==> config.mk <==
export PLATFORM = sky130hd
export DESIGN_NAME = modclk_divider
export DESIGN_NICKNAME = d
export VERILOG_FILES = /design/src/rtl/mcg_pkg.sv /design/src/rtl/mcg_cfg_shadow.sv /design/src/rtl/mcg_tick_mux.sv /design/src/rtl/mcg_phase_ctr.sv /design/src/rtl/mcg_edge_strobe.sv /design/src/rtl/modclk_divider.sv
export SDC_FILE = /design/constraint.sdc
export NUM_CORES = 1
export LEC_CHECK = 0
export BUFFER_PORTS_ARGS = -buffer_cell sky130_fd_sc_hd__buf_2
export CORE_MARGIN = 2
export CORE_UTILIZATION = 50
export CTS_CLUSTER_SIZE = 20
export DETAILED_ROUTE_END_ITERATION = 10
export HOLD_SLACK_MARGIN = 0.1
export PLACE_DENSITY = 0.7
export SETUP_SLACK_MARGIN = 0.3
export SLEW_MARGIN = 40
export SYNTH_ARGS = -nofsm -noshare
export SYNTH_HDL_FRONTEND = slang
export SYNTH_SLANG_ARGS = --single-unit
==> constraint.sdc <==
create_clock -name clk -period 3.7 [get_ports clk]
set_clock_uncertainty 0.05 [all_clocks]
set_input_delay 1.11 -clock clk [delete_from_list [all_inputs] [get_ports clk]]
set_output_delay 1.11 -clock clk [all_outputs]
set_load 0.02 [all_outputs]
==> src/rtl/mcg_pkg.sv <==
package mcg_pkg;

    parameter int MCG_DIV_W = 8;
    localparam int MCG_CNT_W = MCG_DIV_W + 1;

    typedef struct packed {
        logic [MCG_DIV_W-1:0] div;
        logic                 src;
    } mcg_cfg_t;

    typedef enum logic [0:0] {
        SRC_SYS = 1'b0,
        SRC_ALT = 1'b1
    } mcg_src_e;

    // Length of the high phase: ceil((div+1)/2) == (div+2)/2
    function automatic logic [MCG_CNT_W-1:0] high_len(input logic [MCG_DIV_W-1:0] div);
        logic [MCG_CNT_W:0] sum;
        sum = {2'b00, div} + 2;
        return sum[MCG_CNT_W:1];
    endfunction

endpackage

==> src/rtl/mcg_cfg_shadow.sv <==
module mcg_cfg_shadow
    import mcg_pkg::*;
(
    input  logic     clk,
    input  logic     rst,
    input  logic     en_i,
    input  mcg_cfg_t cfg_i,
    output mcg_cfg_t cfg_o
);

    mcg_cfg_t cfg_q;

    always_ff @(posedge clk) begin
        if (rst) begin
            cfg_q <= '0;
        end else if (!en_i) begin
            cfg_q <= cfg_i;
        end
    end

    assign cfg_o = cfg_q;

    // the latched setting is frozen while the divider runs
    assert_cfg_frozen_R8: assert property (@(posedge clk) disable iff (rst)
        $past(en_i) |-> $stable(cfg_q));

endmodule

==> src/rtl/mcg_tick_mux.sv <==
module mcg_tick_mux
    import mcg_pkg::*;
#(
    parameter int N_SRC = 2
) (
    input  logic             sel_i,
    input  logic [N_SRC-1:0] ticks_i,
    output logic             tick_o
);

    localparam int SEL_W = (N_SRC > 1) ? $clog2(N_SRC) : 1;

    logic [SEL_W-1:0] idx;

    generate
        if (N_SRC == 1) begin : g_single
            assign idx    = '0;
            assign tick_o = ticks_i[0];
        end else begin : g_multi
            assign idx    = SEL_W'(sel_i);
            assign tick_o = ticks_i[idx];
        end
    endgenerate

endmodule

==> src/rtl/mcg_phase_ctr.sv <==
module mcg_phase_ctr
    import mcg_pkg::*;
(
    input  logic                 clk,
    input  logic                 rst,
    input  logic                 en_i,
    input  logic                 tick_i,
    input  logic [MCG_DIV_W-1:0] div_i,
    output logic                 out_q_o,
    output logic                 out_nxt_o
);

    logic [MCG_DIV_W-1:0] cnt_q, cnt_d;
    logic                 run_q, run_d;
    logic                 out_q, out_d;
    logic [MCG_CNT_W-1:0] hi_len;

    assign hi_len = high_len(div_i);

    always_comb begin
        cnt_d = cnt_q;
        run_d = run_q;
        out_d = out_q;
        if (!en_i || div_i == '0) begin
            cnt_d = '0;
            run_d = 1'b0;
            out_d = 1'b0;
        end else if (tick_i) begin
            if (!run_q) begin
                run_d = 1'b1;
                cnt_d = '0;
            end else if (cnt_q == div_i) begin
                cnt_d = '0;
            end else begin
                cnt_d = cnt_q + 1'b1;
            end
            out_d = ({1'b0, cnt_d} < hi_len);
        end
    end

    always_ff @(posedge clk) begin
        if (rst) begin
            cnt_q <= '0;
            run_q <= 1'b0;
            out_q <= 1'b0;
        end else begin
            cnt_q <= cnt_d;
            run_q <= run_d;
            out_q <= out_d;
        end
    end

    assign out_q_o   = out_q;
    assign out_nxt_o = out_d;

    // a zero setting keeps the clock low
    assert_zero_div_low_R4: assert property (@(posedge clk) disable iff (rst)
        (div_i == '0) |=> !out_q);

    // without a selected tick the level does not move while enabled
    assert_no_tick_hold_R7: assert property (@(posedge clk) disable iff (rst)
        (en_i && div_i != '0 && !tick_i) |=> $stable(out_q));

    // the first tick after start raises the clock
    assert_start_high_R5: assert property (@(posedge clk) disable iff (rst)
        (en_i && div_i != '0 && tick_i && !run_q) |=> out_q);

endmodule

==> src/rtl/mcg_edge_strobe.sv <==
module mcg_edge_strobe (
    input  logic clk,
    input  logic rst,
    input  logic cur_i,
    input  logic nxt_i,
    input  logic lvl_i,
    output logic rise_o,
    output logic fall_o
);

    logic rise_q, fall_q;

    always_ff @(posedge clk) begin
        if (rst) begin
            rise_q <= 1'b0;
            fall_q <= 1'b0;
        end else begin
            rise_q <= nxt_i & ~cur_i;
            fall_q <= ~nxt_i & cur_i;
        end
    end

    assign rise_o = rise_q;
    assign fall_o = fall_q;

    // the strobes track the registered level seen at the output
    assert_rise_match_R9: assert property (@(posedge clk) disable iff (rst)
        rise_q |-> (lvl_i && !$past(lvl_i)));
    assert_fall_match_R9: assert property (@(posedge clk) disable iff (rst)
        fall_q |-> (!lvl_i && $past(lvl_i)));
    assert_strobe_excl_R9: assert property (@(posedge clk) disable iff (rst)
        !(rise_q && fall_q));

endmodule

==> src/rtl/modclk_divider.sv <==
module modclk_divider
    import mcg_pkg::*;
#(
    parameter int DIV_W = MCG_DIV_W
) (
    input  logic             clk,
    input  logic             rst,
    input  logic             glb_en_i,
    input  logic [DIV_W-1:0] div_i,
    input  logic             src_sel_i,
    input  logic             sys_tick_i,
    input  logic             alt_tick_i,
    output logic             mclk_o,
    output logic             rise_o,
    output logic             fall_o
);

    localparam int N_SRC = 2;

    mcg_cfg_t         cfg_in, cfg_lat;
    logic [N_SRC-1:0] ticks;
    logic             tick_sel;
    logic             lvl_q, lvl_nxt;

    assign cfg_in.div = MCG_DIV_W'(div_i);
    assign cfg_in.src = src_sel_i;
    assign ticks      = {alt_tick_i, sys_tick_i};

    mcg_cfg_shadow u_shadow (
        .clk   (clk),
        .rst   (rst),
        .en_i  (glb_en_i),
        .cfg_i (cfg_in),
        .cfg_o (cfg_lat)
    );

    mcg_tick_mux #(.N_SRC(N_SRC)) u_mux (
        .sel_i   (cfg_lat.src),
        .ticks_i (ticks),
        .tick_o  (tick_sel)
    );

    mcg_phase_ctr u_ctr (
        .clk       (clk),
        .rst       (rst),
        .en_i      (glb_en_i),
        .tick_i    (tick_sel),
        .div_i     (cfg_lat.div),
        .out_q_o   (lvl_q),
        .out_nxt_o (lvl_nxt)
    );

    mcg_edge_strobe u_strobe (
        .clk    (clk),
        .rst    (rst),
        .cur_i  (lvl_q),
        .nxt_i  (lvl_nxt),
        .lvl_i  (lvl_q),
        .rise_o (rise_o),
        .fall_o (fall_o)
    );

    assign mclk_o = lvl_q;

    // clearing the global enable drops the clock on the next cycle
    assert_disable_low_R6: assert property (@(posedge clk) disable iff (rst)
        !glb_en_i |=> !mclk_o);

    // outputs are quiet right after reset
    assert_reset_quiet_R1: assert property (@(posedge clk)
        rst |=> (!mclk_o && !rise_o && !fall_o));

endmodule

# Word-level counts from Yosys, hierarchy flattened
# Index checks and enable logic that the tools add are counted.
totals:
  reg_bits: 21
  in_bits: 14
  output_inout_bits: 3
op_classes:
  addsub: 2
  order_cmp: 2
  n_eq_ne: 1
  n_mux: 8
  bitwise_logic: 4
  n_reduce_logical: 4
ops:
  columns: ["operator", "count"]
  rows:
  - ["$mux W8", 4]
  - ["$add A8 B2 Y9 const B", 1]
  - ["$lt A8 B9 Y1", 1]
  - ["$add A8 B1 Y8 const B", 1]
  - ["$eq A8 B8 Y1", 1]
  - ["$logic_not A8 Y1", 1]
  - ["$mux W1", 4]
  - ["$and A1 B1 Y1", 2]
  - ["$lt A1 B2 Y1 const B", 1]
  - ["$not A1 Y1", 2]
  - ["$reduce_or A2 Y1", 1]
  - ["$logic_not A1 Y1", 1]
  - ["$logic_or A1 B1 Y1", 1]

# Longest topological paths before layout
depth:
  depth_word: 10
  ltp_mapped: 12
  ltp_nobuf: 11

# Cells and area by module
# A second synthesis with hierarchy kept.
unflattened:
  hier_cells: 157
  area_unflattened_um2: 1347.5
modules_own_cells:
  columns: ["module", "n_inst", "cells_per_inst", "area_each_um2", "seq_area_each_um2"]
  rows:
  - ["mcg_phase_ctr", 1, 123, 958.4, 200.2]
  - ["mcg_cfg_shadow", 1, 29, 319.1, 180.2]
  - ["mcg_edge_strobe", 1, 4, 55.1, 40.0]
  - ["mcg_tick_mux", 1, 1, 15.0, 0.0]

# Least setup slack after synthesis
# No wires, ideal clock.
synth_timing:
  path_type: "register to register"
  startpoint: "register u_ctr.cnt_q[3]"
  endpoint: "register u_strobe.fall_q, in the netlist u_strobe.fall_o"
  t_arrival_ps: 2594
  slack_ps: 938
  stages_incl_launch_ff: 13
  path_buffers: 2
  synth_period_minus_slack_ps: 2762
  cell_sequence: "dfxtp_1 > buf_2 > xor2_1 > nor4_2 > a21oi_1 > buf_2 > o21a_1 > ha_1 > nand3_1 > nor2_1 > a2111o_1 > a211o_1 > a32o_1"
synth_via:
  elab_chain_cells: 10
  word_cells_on_any_way: 11
synth_lines:
  columns: ["element", "line", "rtl"]
  rows:
  - ["start: declaration", "mcg_phase_ctr.sv:13", "logic [MCG_DIV_W-1:0] cnt_q, cnt_d;"]
  - ["start signal: assignment", "mcg_phase_ctr.sv:47", "cnt_q <= cnt_d;"]
  - ["$add A8 B1 Y8 / $eq A8 B8 Y1 (equally long branches)", "mcg_phase_ctr.sv:35, mcg_phase_ctr.sv:32", null]
  - ["$mux W8 *", "mcg_phase_ctr.sv:32", "end else if (cnt_q == div_i) begin"]
  - ["$mux W8 *", "mcg_phase_ctr.sv:29", "if (!run_q) begin"]
  - ["$mux W8 *", "mcg_phase_ctr.sv:28", "end else if (tick_i) begin"]
  - ["$mux W8 *", "mcg_phase_ctr.sv:24", "if (!en_i || div_i == '0) begin"]
  - ["$lt A8 B9 Y1 *", "mcg_phase_ctr.sv:37", "out_d = ({1'b0, cnt_d} < hi_len);"]
  - ["$mux W1 *", "mcg_phase_ctr.sv:28", null]
  - ["$mux W1 *", "mcg_phase_ctr.sv:24", null]
  - ["$not A1 Y1 *", "mcg_edge_strobe.sv:19", "fall_q <= ~nxt_i & cur_i;"]
  - ["$and A1 B1 Y1 *", "mcg_edge_strobe.sv:19", null]
  - ["end signal: assignment", "mcg_edge_strobe.sv:19", null]
  - ["end: declaration", "mcg_edge_strobe.sv:11", "logic rise_q, fall_q;"]
# Every way passes the cells marked *; elsewhere a longest branch is shown, timed or not. The select of a mux whose other input is x is not followed.
# A chain may end at the register's enable or synchronous reset.

# Worst setup path in the final report
layout_timing:
  startpoint: "register u_ctr.cnt_q[0]"
  endpoint: "register u_strobe.fall_q, in the netlist u_strobe.fall_o"
# Same word-level chain as after synthesis.

==> results.md <==
- Dividing total power by cell area gives a power density of 291 nW/um^2.
- Buffers placed on the I/O ports in this run total 16.
- The period utilization is 81.0%.
- The critical setup path kind is flip-flop to flip-flop.
- In the layout the commonest cells are sky130_fd_sc_hd__nor2_1 (23), sky130_fd_sc_hd__nand3_1 (22), sky130_fd_sc_hd__dfxtp_1 (21).
- In this run the number of H-tree levels came out at 1.
- The cell total after placement is 208.
- The via count of the first global-routing pass is between 1,000 and 1,500.
- The worst setup path is launched from a flip-flop.
- For this run, the number of Yosys warnings is 0.
- The most common cell after layout, fill and taps aside is sky130_fd_sc_hd__nor2_1.
- Entering global routing, the biggest net connects 21 pins.
- STA puts the critical path data required time at ~3.9 ns.
- Global routing used about a quarter of the available met1 tracks.
- Traced cell by cell, the critical path runs through ha_1 -> nand3_1 -> o21a_1 -> o21a_1 -> ha_1 -> nand3_1 -> nor2_1 -> a2111o_1 -> a211o_1 -> a32o_1.
- The placement row count is 19.
- The initial antenna violation count is 0.
- The cell taking the most area after synthesis is sky130_fd_sc_hd__dfxtp_1.
- TritonCTS built the clock tree.
- Static timing analysis puts the maximum clock frequency at 0.334 GHz.
- The cell area after technology mapping is 1380 sq um.
- Setup repair after global routing left no endpoint under its margin.
- On the critical path, the stage with the largest delay is an instance of sky130_fd_sc_hd__dfxtp_1.
- The summed negative setup slack over all endpoints is 0 ns.
- The total global routing overflow is 0.
- For this block, the routed nets add up to around 2900 um of wire.
- After synthesis the netlist holds a flip-flop and latch count of 21.
- After synthesis, flip-flops and latches occupy between 30% and 40% of the total area.
- The area share of the leading cell type in the synthesized netlist is 30.5%.
- Post-CTS repair changed the size of 0 cells.
- The count of endpoints failing hold in the final timing report is 0.
- The remaining design rule violation count is 0.
- For this run, global-route usage on met2 was measured as between 30 and 40%.
- The overall routing resource usage is 20.1%.
- The shortest period the worst path allows is between 2 and 3 ns.
- The area growth from synthesis to layout is 7.63%.
- The cell sitting at the root of the clock tree is a sky130_fd_sc_hd__clkbuf_4.
- The max-slew violation count was 0.
- Counting every net in the synthesized netlist gives roughly 190.
- For this design the static power due to leakage is between 0.6 and 0.7 nW.
- Data arrives at the worst endpoint at around 3.2 ns.
- In the post-synthesis netlist, the biggest area contributors are sky130_fd_sc_hd__dfxtp_1 (31%), sky130_fd_sc_hd__ha_1 (8.2%), sky130_fd_sc_hd__nand3_1 (8.0%).
- The height of the chip is between 50 and 60 um.
- In this run the post-CTS setup repair buffer count came out at 0.
- The detailed router finished its first iteration with 45 violations.
- The area of the core is around 2700 sq um.
- The path class of the tightest hold or removal check is flip-flop to flip-flop.
- The hold buffer count at cts is 0.
- The die covers about 3200 sq um.
- Global routing used between 3 and 4% of the available met3 tracks.
- In this run the remaining antenna-violating nets after routing total 0.
- In this run, distinct cell masters in the synthesized netlist total 34.
- The number of cells in the finished layout apart from fillers is 212.
- In the final routed layout, each cell accounts on average for 13.8 um.
- Headroom to the max-slew limit came out at a little under three fifths.
- After technology mapping, the gate count stands at between 150 and 200.
- The average instance in the mapped netlist occupies 8.10 sq um.
- The detailed placer's ending HPWL is 2240 um.
- The number of buffers created by CTS is 3.
- The effective utilization at floorplan is 51.3%.
- The buffer levels on the longest clock path is 2.
- The endpoint class of the critical path is a flip-flop.
- The run finished with clean final reports.
- The total via count after detailed routing is 1,242.
- Routability-driven placement finished with a final weighted congestion of between 0.9 and 1.
- The global-route wire length before repair is approximately 5100 um.
- The global routing stage identified its most utilized layer as met2.
- The net count of the finished layout is around 210.
- The number of detailed-routing iterations run before antenna repair is 4.
- Setup violations remaining at the end of the flow were counted as 0.
- IR analysis of the VDD net gives a maximum drop of between 200 and 300 uV.
- Clock tree synthesis found a total of 21 sinks.
- For the pin with the worst max-slew slack, the measured transition is between 0.6 and 0.7 ns.
- The proportion of layout cells with a drive suffix above 1 is between 10% and 20%.
- The number of maximum-capacitance violations is 0.
- The largest incremental delay on the critical path is 0.48 ns.
- The number of inserted filler cells in the final layout is between 200 and 300.
- The clock-pin slew reported for the worst setup and hold paths after clock tree synthesis is around 0.13 ns.
- The insertion delay to the later sink of the worst-skew pair is about 0.30 ns.
- The count of boundary I/O pins is 17.
- The number of vias per cell after detailed routing is between 5 and 6.
- The width of the chip is approximately 56 um.
- The number of antenna repair diodes is 0.
- Along the worst path, the maximum fanout reaches 7.
final timing paths:
path,startpoint,slack [ns],end,cells past startpoint
worst max-delay path,u_ctr.cnt_q[0]$_SDFFE_PP0P_,0.70,u_strobe.fall_o$_SDFF_PP0_,10
worst min-delay path,u_ctr.out_q_o$_SDFF_PP0_,0.47,u_strobe.rise_o$_SDFF_PP0_,1
worst max register to register,u_ctr.cnt_q[0]$_SDFFE_PP0P_,0.70,u_strobe.fall_o$_SDFF_PP0_,10
worst min register to register,u_ctr.out_q_o$_SDFF_PP0_,0.47,u_strobe.rise_o$_SDFF_PP0_,1
synthesized netlist by cell type, drive strengths merged:
cell type	n
xor2	12
nor2b	1
nor4b	1
nand2b	1
or4	2
nand4	5
inv	4
mux2i	10
nor2	24
a2111o	1
and3	1
nand3	22
nor3b	1
dfxtp	21
nand2	12
o21ai	1
clkbuf	3
nor3	5
o41ai	1
nor4	3
o21a	2
a32o	1
xnor2	6
a211o	1
nand4b	2
o211ai	2
a21oi	7
ha	9
buf	8
a21o	1
stage by stage:
stage / setup WS, ns / utilization (%) / total power [mW] / area, sq um / hold slack [ns]
after floorplan: 0.938 / - / 0.303 / 1380 / 0.431
after global placement: 0.786 / 54.2 / 0.321 / 1460 / 0.434
after detailed placement: 0.735 / 54.2 / 0.324 / 1460 / 0.447
after CTS: 0.718 / 55.2 / 0.434 / 1480 / 0.470
after global routing: 0.483 / 55.2 / 0.456 / 1480 / 0.485
final: 0.705 / 55.2 / 0.432 / 1480 / 0.466
worst max-delay path, delay by kind of cell, from the launching register on:
family / cells / cell delay [ns]
AO/OA/AOI/OAI: 5 / 1.38
adder cells (fa/ha/maj): 2 / 0.56
AND/OR/NAND/NOR: 3 / 0.41
flip-flops: 1 / 0.48
registers in the layout, summed over array words and instances, names as in the netlist:
register,cells
u_ctr.out_q_o,1
u_strobe.rise_o,1
u_strobe.fall_o,1
u_shadow.cfg_o,9
u_ctr.cnt_q,8
u_ctr.run_q,1
cells by family (layout without fill, tap and decap cells):
kind of cell | count (synthesis) | in the layout | share of synthesized area, %
buffers and inverters | 15 | 26 | 5.09
adder cells (fa/ha/maj) | 9 | 9 | 8.17
flip-flops | 21 | 21 | 30.5
AND/OR/NAND/NOR | 80 | 80 | 28.8
multiplexers | 10 | 10 | 7.27
XOR/XNOR | 18 | 18 | 11.4
AO/OA/AOI/OAI | 17 | 17 | 8.72
report_power, final:
| part | internal, mW | switching [mW] | leakage, nW |
|---|---|---|---|
| Clock | 0.0419 | 0.0711 | 0.0150 |
| Combinational | 0.0306 | 0.0426 | 0.467 |
| Sequential | 0.234 | 0.0115 | 0.171 |
| Total | 0.307 | 0.125 | 0.654 |
routing by layer:
layer  vias up  wire length (um)
met2        34              1390
met1       579              1350
met3         6               136
li1        623                 -
met5         -                 0
met4         0                45
area by class of cell:
cell class / instances / area [sq um] / area share [%]
Multi-Input combinational cell: 134 / 887 / 59.8
Timing Repair Buffer: 18 / 95.1 / 6.41
Tap cell: 31 / 38.8 / 2.62
Sequential cell: 21 / 420 / 28.4
Clock buffer: 4 / 26.3 / 1.77
Inverter: 4 / 15.0 / 1.01
Power figures use the tool's default switching activity.
